`config.mk`:
```
export PLATFORM = sky130hd
export DESIGN_NAME = cursor_cfg
export DESIGN_NICKNAME = d
export VERILOG_FILES = /design/src/rtl/cursor_cfg_pkg.sv /design/src/rtl/cursor_edge_cull.sv /design/src/rtl/cursor_fetch_enc.sv /design/src/rtl/cursor_cfg.sv
export SDC_FILE = /design/constraint.sdc
export NUM_CORES = 1
export LEC_CHECK = 0
export ABC_AREA = 1
export BUFFER_PORTS_ARGS = -buffer_cell sky130_fd_sc_hd__clkbuf_2
export CORE_MARGIN = 2
export CORE_UTILIZATION = 49
export CTS_CLUSTER_DIAMETER = 200
export DETAILED_ROUTE_END_ITERATION = 10
export PLACE_DENSITY = 0.83
export SYNTH_ARGS = -nofsm -noshare
export SYNTH_HDL_FRONTEND = slang
export SYNTH_HIERARCHICAL = 1
export SYNTH_SLANG_ARGS = --single-unit
```
`constraint.sdc`:
```
create_clock -name clk -period 4.77 [get_ports clk]
set_input_delay 0.954 -clock clk [delete_from_list [all_inputs] [get_ports clk]]
set_output_delay 0.954 -clock clk [all_outputs]
set_load 0.02 [all_outputs]
```
`src/rtl/cursor_cfg_pkg.sv`:
```
package cursor_cfg_pkg;
   // encoded pitch values consumed by the fetch logic
   typedef enum logic [1:0] {
      PITCH_64  = 2'd0,
      PITCH_128 = 2'd1,
      PITCH_256 = 2'd2
   } pitch_code_e;

   // encoded lines-per-chunk values
   typedef enum logic [2:0] {
      LPC_NONE = 3'd0,
      LPC_2    = 3'd1,
      LPC_4    = 3'd2,
      LPC_8    = 3'd3,
      LPC_16   = 3'd4
   } lpc_code_e;
endpackage

```
`src/rtl/cursor_edge_cull.sv`:
```
// Signed source offset, viewport culling and clamped destination offset.
module cursor_edge_cull #(
   parameter int CW = 13,
   parameter int WW = 9
) (
   input  logic signed [CW-1:0] pos_x,
   input  logic signed [CW-1:0] hot_x,
   input  logic signed [CW-1:0] vp_x,
   input  logic        [CW-1:0] vp_w,
   input  logic        [WW-1:0] cur_w,
   output logic        [CW:0]   dst_off,
   output logic                 in_view
);
   localparam int SW = CW + 2;

   if (SW <= WW + 1) begin : g_bad_width
      $error("cursor_edge_cull: coordinate width too small for cursor width");
   end

   logic signed [SW-1:0] src;
   logic signed [SW-1:0] right_lim;
   logic signed [SW-1:0] width_ext;
   logic signed [SW-1:0] left_sum;

   always_comb begin
      src       = $signed({{2{pos_x[CW-1]}}, pos_x})
                - $signed({{2{hot_x[CW-1]}}, hot_x})
                - $signed({{2{vp_x[CW-1]}}, vp_x});
      right_lim = $signed({2'b00, vp_w});
      width_ext = $signed({{(SW-WW){1'b0}}, cur_w});
      left_sum  = src + width_ext;
      in_view   = (src < right_lim) && (left_sum >= 0);
      dst_off   = src[SW-1] ? '0 : src[CW:0];
   end
endmodule

```
`src/rtl/cursor_fetch_enc.sv`:
```
// Pitch encoding and width-dependent lines-per-chunk selection.
module cursor_fetch_enc
   import cursor_cfg_pkg::*;
#(
   parameter int WW        = 9,
   parameter int PW        = 9,
   parameter int LEVELS    = 3,
   parameter int BASE_LOG2 = 5
) (
   input  logic [WW-1:0] cur_w,
   input  logic [PW-1:0] pitch,
   input  logic          mono,
   output logic [1:0]    pitch_code,
   output logic          pitch_err,
   output logic [2:0]    lpc_code
);
   if (PW < 9) begin : g_bad_pw
      $error("cursor_fetch_enc: pitch width must hold 256");
   end
   if (LEVELS < 1 || LEVELS > 6) begin : g_bad_levels
      $error("cursor_fetch_enc: LEVELS out of range");
   end
   if (BASE_LOG2 + LEVELS - 1 >= WW + 1) begin : g_bad_base
      $error("cursor_fetch_enc: width threshold exceeds width range");
   end

   // fits[k]: width no larger than 2^(BASE_LOG2+k)
   logic [LEVELS-1:0] fits;

   for (genvar k = 0; k < LEVELS; k++) begin : g_thr
      localparam int LIM = 1 << (BASE_LOG2 + k);
      assign fits[k] = ({1'b0, cur_w} <= (WW+1)'(LIM));
   end

   always_comb begin
      lpc_code = 3'(LPC_2);
      for (int k = LEVELS - 1; k >= 0; k--) begin
         if (fits[k]) lpc_code = 3'(LEVELS + 1 - k);
      end
      if (mono) lpc_code = 3'(LEVELS + 1);
   end

   always_comb begin
      pitch_err = 1'b0;
      case (pitch)
         PW'(64):  pitch_code = PITCH_64;
         PW'(128): pitch_code = PITCH_128;
         PW'(256): pitch_code = PITCH_256;
         default: begin
            pitch_code = PITCH_64;
            pitch_err  = 1'b1;
         end
      endcase
   end
endmodule

```
`src/rtl/cursor_cfg.sv`:
```
// Cursor visibility and fetch configurator: registered on commit.
module cursor_cfg #(
   parameter int CW = 13,
   parameter int WW = 9,
   parameter int PW = 9,
   parameter int AW = 48
) (
   input  logic                 clk,
   input  logic                 rst_n,
   input  logic                 commit_i,
   input  logic                 en_i,
   input  logic [AW-1:0]        surf_addr_i,
   input  logic signed [CW-1:0] pos_x_i,
   input  logic signed [CW-1:0] hot_x_i,
   input  logic signed [CW-1:0] vp_x_i,
   input  logic [CW-1:0]        vp_w_i,
   input  logic [WW-1:0]        cur_w_i,
   input  logic [PW-1:0]        pitch_i,
   input  logic                 mono_i,
   output logic                 show_o,
   output logic [CW:0]          dst_off_o,
   output logic [1:0]           pitch_code_o,
   output logic                 pitch_err_o,
   output logic [2:0]           lpc_code_o
);
   if (CW < 4 || AW < 1) begin : g_bad_top
      $error("cursor_cfg: parameter out of range");
   end

   logic [CW:0] dst_nxt;
   logic        in_view;
   logic [1:0]  pitch_nxt;
   logic        err_nxt;
   logic [2:0]  lpc_nxt;
   logic        addr_set;

   assign addr_set = |surf_addr_i;

   cursor_edge_cull #(.CW(CW), .WW(WW)) u_cull (
      .pos_x   (pos_x_i),
      .hot_x   (hot_x_i),
      .vp_x    (vp_x_i),
      .vp_w    (vp_w_i),
      .cur_w   (cur_w_i),
      .dst_off (dst_nxt),
      .in_view (in_view)
   );

   cursor_fetch_enc #(.WW(WW), .PW(PW)) u_enc (
      .cur_w      (cur_w_i),
      .pitch      (pitch_i),
      .mono       (mono_i),
      .pitch_code (pitch_nxt),
      .pitch_err  (err_nxt),
      .lpc_code   (lpc_nxt)
   );

   always_ff @(posedge clk) begin
      if (!rst_n) begin
         show_o       <= 1'b0;
         dst_off_o    <= '0;
         pitch_code_o <= '0;
         pitch_err_o  <= 1'b0;
         lpc_code_o   <= '0;
      end else if (commit_i) begin
         show_o       <= en_i && in_view && addr_set;
         if (addr_set) dst_off_o <= dst_nxt;
         pitch_code_o <= pitch_nxt;
         pitch_err_o  <= err_nxt;
         lpc_code_o   <= lpc_nxt;
      end
   end
endmodule

```
==> results of run 1 <==
## stage by stage
step                util [%]  cell area (um^2)  hold WS (ps)  total power (uW)  cells
finish                  62.9              3970           487              1060    743
global route            62.9              3970           516              1190    743
CTS                     62.9              3970           487              1070    743
detailed placement      62.2              3930           471               950    739
global placement        62.2              3930           459               918    739
floorplan                  -              3180           538               753    529
## cell type report
type / instances / area [um^2]
tap: 77 / 96.3
multi-input combinational: 384 / 2270
clock buffer: 4 / 45.0
sequential: 21 / 420
inverter: 114 / 428
timing repair buffer: 143 / 716
fill: 622 / 2340
## power breakdown
group	internal, uW	switching [uW]
sequential	193	11.0
combinational	289	450
clock	59.4	53.5
total	542	515
## cell usage after synthesis (all sizes together)
master	n
nand3b	1
fa	14
nor4	2
buf	6
and2	3
nor3	2
xor2	4
or2	1
ha	36
clkbuf	4
nand4	7
nor2	101
inv	114
nand2	130
xnor2	2
nand3	34
a21boi	1
o21ai	10
dfxtp	21
a21oi	34
o31a	1
o21a	1
## metal layers
layer	global-route usage, %	up-vias
met5	0	-
met2	49.7	125
met1	25.5	1580
met4	5.05	0
li1	-	1882
met3	2.85	12
## worst reg2reg max path: stages (launching register included)
cell and delay [ps]:
dfxtp_1 320, o21ai_0 170, nor2_1 80
## registers in the layout, indices dropped and copies added (netlist names)
| register | flops |
|---|---|
| dst_off_o | 14 |
| lpc_code_o | 3 |
| pitch_code_o | 2 |
| pitch_err_o | 1 |
| show_o | 1 |
## placed cells by master, fill, tap and decap left out, types with 3 or more instances in the layout
cell type / n
a21oi_1: 24
a21oi_2: 9
and2_1: 3
clkbuf_2: 143
clkbuf_8: 3
dfxtp_1: 21
fa_1: 14
ha_1: 36
inv_1: 113
nand2_1: 127
nand2_2: 3
nand3_1: 33
nand4_1: 7
nor2_1: 86
nor2_2: 13
o21ai_0: 8
xor2_1: 4
## cell families after synthesis
group                      after synthesis  share of synthesized area [%]
and+or+nand+nor                        281                           37.6
buffers and inverters                  124                           15.5
adders and majority gates               50                           23.0
AOI/OAI and AO/OA                       47                           9.09
DFF                                     21                           13.2
xor gates and xnor gates                 6                           1.65
## worst paths after layout
path                 startpoint       endpoint  slack (ps)  cells past startpoint
hold reg to reg          show_o         show_o         490                      2
hold / removal           show_o         show_o         490                      2
setup reg to reg  lpc_code_o[2]  lpc_code_o[2]        4100                      2
setup / recovery     hot_x_i[4]         show_o         720                     24
==> flow_summary.yaml, run 1 <==
floorplanning:
  fp.dieW_um: 84.6
  die_area_um2: 7150
  num_rows: 29
  start_util_pct: 50.4
  core_um2: 6310
  num_io_pins: 144
  die_h_um: 84.6
setup_path:
  critPathMaxStageDelay_ps: 460
  cpMaxStageDelayCell: "fa_1"
  critPathArrivalTime_ps: 4240
  start_kind: "primary input"
  crit_type: "in -> reg"
  cp_common_cell: "nand2_1"
  path_delay_family: "simple AND/OR/NAND/NOR gates"
  crit_buf_inv: 5
  end_kind: "flop"
  cp_max_fo: 4
  cp_cell_sequence: "clkbuf_2, inv_1, fa_1, ha_1, nand2_1, inv_1, nand2_1, nand3_1, nand2_1, nand2_1, xnor2_1, inv_1, ha_1, nand2_1, or2_2, nand3_1, a21oi_1, nor2_1, nand3_1, nand2_1, nand2_1, inv_1, nand3_1, a21oi_1"
  cp.required_ps: 4960
timing:
  setup_tns_ps: 0
  worst_pin_slew_ps: 1010
  timing.final.ws_setup_ps: 720
  maxSlewViolCount: 0
  fmax_mhz: 247
  period_needed_ps: 4050
  fin_crit_sh_pct: 84.9
  rsz0062_at_grt: "no"
  skew_ps: 0
  final-setup-viol-count: 0
  hold_viol: 0
  maxSlewHeadroom_pct: 32.6
finish:
  syn_to_final_growth_pct: 24.9
  antenna_cells: 0
  num-nets-final: 840
  drive_above_1_share_pct: 26.6
grt:
  grt_pass1_vias: 3672
  grt_max_degree: 37
  antenna_found_initial: 0
  gr-total-overflow: 0
  grt_pass1_wl_mm: 14.6
  grt_usage_pct: 24.1
detailed_routing:
  drt_wl_total_mm: 8.16
  drtIter0Drc: 90
  drtPass1Iterations: 4
  via_per_inst: 4.84
  met2_length_mm: 4.45
  top_layer_used: "met4"
  wl_met1_mm: 3.09
  postRouteAntennaNets: 0
  dr_wl_met3_um: 512
  wl_per_cell_um: 11.0
  drc: 0
  vias: 3599
yosys:
  synth_area_um2: 3180
  avgSynthCellArea_um2: 6.01
  synth_top_area_cell: "nand2_1"
  synth_nets: 702
  syn_inst: 529
  synth.distinct_cells: 31
  netlist.area_leader.share_pct: 15.0
  synth_seq_cells: 21
  yosys-top-cells-area: "nand2_1, ha_1, inv_1, dfxtp_1, nor2_1"
  seq_area_frac_synth_pct: 13.2
  ys_warn_count: 6
cts:
  clkTransAtPathRegs_ps: 70
  ctsHoldBuffers: 0
  clk_latency_ps: 250
  clockBufferDepth: 2
  numCtsBuffers: 3
  clock_sinks: 21
  htree_num_levels: 1
  root_buffer: "clkbuf_8"
  cts_setup_buffers: 0
  cts_tree: "done"
  cts_resized: 0
placement:
  pre_cts_ws_ps: 439
  routabilityCongestion: 0.875
  dp_hpwl_mm: 7.32
  portBuffers: 143
run_status:
  status: "finished, final reports clean"
run:
  cap_violations: 0
worst_hold_path:
  hold_path_class: "reg -> reg"
pwr:
  power.density_nw_per_um2: 266
  leakage_uw: 0.00244
  irDropWorstVdd_uv: 221
Note: power is estimated with default switching activity, not from simulation.
==> run 2, diff against run 1 <==
--- a/config.mk
+++ b/config.mk
@@ -5,10 +5,10 @@
 export SDC_FILE = /design/constraint.sdc
 export NUM_CORES = 1
 export LEC_CHECK = 0
-export ABC_AREA = 1
+export ABC_AREA = 0
 export BUFFER_PORTS_ARGS = -buffer_cell sky130_fd_sc_hd__clkbuf_2
 export CORE_MARGIN = 2
-export CORE_UTILIZATION = 49
+export CORE_UTILIZATION = 48
 export CTS_CLUSTER_DIAMETER = 200
 export DETAILED_ROUTE_END_ITERATION = 10
 export PLACE_DENSITY = 0.83
==> constraint.sdc (replaced) <==
create_clock -name clk -period 3.95 [get_ports clk]
set_input_delay 0.79 -clock clk [delete_from_list [all_inputs] [get_ports clk]]
set_output_delay 0.79 -clock clk [all_outputs]
set_load 0.02 [all_outputs]
==> flow_summary.yaml, run 2 <==
floorplanning:
  start_util_pct: 49.8
  die_h_um: 82.4
  num_rows: 28
  fp.dieW_um: 82.4
  die_area_um2: 6780
  core_um2: 5920
  num_io_pins: 144
yosys:
  syn_inst: 346
  avgSynthCellArea_um2: 8.52
  synthTopCellsByCount: "inv_1, ha_1, dfxtp_1, nor2_1, and3_1"
  synth_mux_area_share_pct: 2.38
  synth_seq_cells: 21
  synth_xor_area_share_pct: 2.67
  ys.flop_type: "dfxtp_1"
  ys_warn_count: 6
  synth_nets: 519
  synth_top_family_by_area: "compound AO/OA/AOI/OAI gates"
  yosys-top-cells-area: "ha_1, dfxtp_1, fa_1, inv_1, a22o_1"
  synth_area_um2: 2950
  synth.distinct_cells: 57
  synth-simple-area-share_pct: 20.6
  synthArstFlopShare_pct: 0
  seq_area_frac_synth_pct: 14.3
  synth_compound_area_share_pct: 27.2
  netlist.area_leader.share_pct: 15.3
  synthAdderAreaFrac_pct: 24.8
  synth_edf_count: 0
  synth_top_area_cell: "ha_1"
  synth.most_common_cell: "inv_1"
placement:
  routabilityCongestion: 0.891
  dp_hpwl_mm: 6.94
  post_dp_cell_area_um2: 3980
  portBuffers: 143
detailed_routing:
  drtIter0Drc: 131
  vias: 3297
  drc: 0
  via_per_inst: 5.54
  drtPass1Iterations: 4
  drt_wl_total_mm: 8.47
  wl_per_cell_um: 14.2
  postRouteAntennaNets: 0
pwr:
  p_int_uw: 925
  p_seq_share_pct: 18.6
  p_clk_share_pct: 8.6
  power.density_nw_per_um2: 390
  power_frac_comb_pct: 72.8
  p_sw_uw: 685
  irDropWorstVdd_uv: 223
  sw_frac_of_total_pct: 42.5
  leakage_uw: 0.00226
grt:
  antenna_found_initial: 0
  met1_usage_pct: 30.1
  busiest_layer: "met2"
  grt_max_degree: 23
  grt_pass1_wl_mm: 13.3
  gr-total-overflow: 0
  grt_usage_pct: 24.6
  use_met2_pct: 44.0
  grt_pass1_vias: 3079
  gr-usage-met3_pct: 2.83
timing:
  fin_crit_sh_pct: 102
  rsz0062_at_grt: "yes"
  fmax_mhz: 249
  setup_tns_ps: -59.5
  period_needed_ps: 4010
  maxSlewHeadroom_pct: 34.6
  timing.final.ws_setup_ps: -59.5
  maxSlewViolCount: 0
  skew_ps: 0
  final-setup-viol-count: 1
  worst_pin_slew_ps: 978
  hold_viol: 0
run:
  cap_violations: 0
cts:
  clock_sinks: 21
  clockBufferDepth: 2
  ctsHoldBuffers: 0
  numCtsBuffers: 3
  clk_latency_ps: 260
  htree_num_levels: 1
  root_buffer: "clkbuf_8"
  cts_tree: "done"
  clkTransAtPathRegs_ps: 70
finish:
  largestRegisters: "dst_off_o (14), lpc_code_o (3), pitch_code_o (2)"
  largest_reg_flops: 14
  drive_above_1_share_pct: 41.9
  syn_to_final_growth_pct: 40.1
  final_cell_area_um2: 4130
  final_core_util_pct: 69.7
  final_common_cell: "clkbuf_2"
  num-nets-final: 694
  regMostFlops: "dst_off_o"
  final_cell_mix: "clkbuf_2, inv_1, buf_4"
  antenna_cells: 0
setup_path:
  cp_max_fo: 3
  start_kind: "primary input"
  critPathArrivalTime_ps: 4180
  end_kind: "flop"
  cp.required_ps: 4130
  regToRegSetupSlack_ps: 2960
  crit_type: "in -> reg"
run_status:
  status: "finished, violations left"
  violations: "setup timing"
worst_hold_path:
  hold_path_class: "reg -> reg"
[run 2: power groups by stage]
stage / clock network (uW) / registers [uW] / logic, uW
finish: 138 / 300 / 1170
global route: 151 / 306 / 1290
CTS: 141 / 298 / 1120
detailed placement: 0 / 301 / 1080
global placement: 0 / 298 / 1040
floorplan: 0 / 354 / 614
[run 2: what timing repair did]
item                       4_1_cts  5_1_grt
hold endpoints to repair         0        0
buffers inserted                 0        2
gates resized for setup          8       11
gates cloned                     0        0
setup endpoints to repair        1        2
pin swaps                        9        8
[run 2: metrics by stage]
stage | power [uW] | instances | hold WS (ps) | setup slack, ps
2_1_floorplan | 968 | 346 | 535 | -67.1
3_3_place_gp | 1340 | 589 | 474 | -246
3_5_place_dp | 1380 | 589 | 474 | -371
4_1_cts | 1560 | 593 | 485 | -10.1
5_1_grt | 1740 | 595 | 505 | -235
6_report | 1610 | 595 | 493 | -59.5
[run 2: final cells by class]
type / count / area (um^2)
fill: 477 / 1790
multi-input combinational: 267 / 2390
clock buffer: 4 / 45.0
inverter: 47 / 176
tap: 75 / 93.8
sequential: 21 / 420
timing repair buffer: 181 / 1010
[run 2: final timing paths]
kind	startpoint	endpoint	depth (start not counted)
worst min register to register	show_o	show_o	2
worst min-delay path	show_o	show_o	2
worst max-delay path	hot_x_i[3]	show_o	18
worst max register to register	dst_off_o[10]	dst_off_o[10]	2
[run 2: routing by layer]
layer	vias up	wire, um
met5	-	0
met3	24	499
met2	130	4300
met4	0	208
li1	1630	-
met1	1513	3460
[run 2: cells by family (layout without fill, tap and decap cells)]
| group | count (synthesis) | after routing |
|---|---|---|
| AO/OA/AOI/OAI | 96 | 96 |
| XOR/XNOR | 9 | 9 |
| adder cells (fa/ha/maj) | 50 | 50 |
| buffers and inverters | 58 | 232 |
| flip-flops | 21 | 21 |
| multiplexers | 7 | 7 |
| AND/OR/NAND/NOR | 105 | 105 |
[run 2: critical path, stage by stage]
cell and delay [ps]:
clkbuf_2 80, inv_2 30, fa_1 450, ha_2 210, or3_4 380, o221ai_4 230
nor2b_4 200, xnor2_2 80, ha_1 330, nand3_2 80, a21oi_2 40, a2111oi_2 370
buf_4 180, o31ai_1 70, a211o_1 260, mux2i_1 130, nand2_1 70, o31ai_1 210
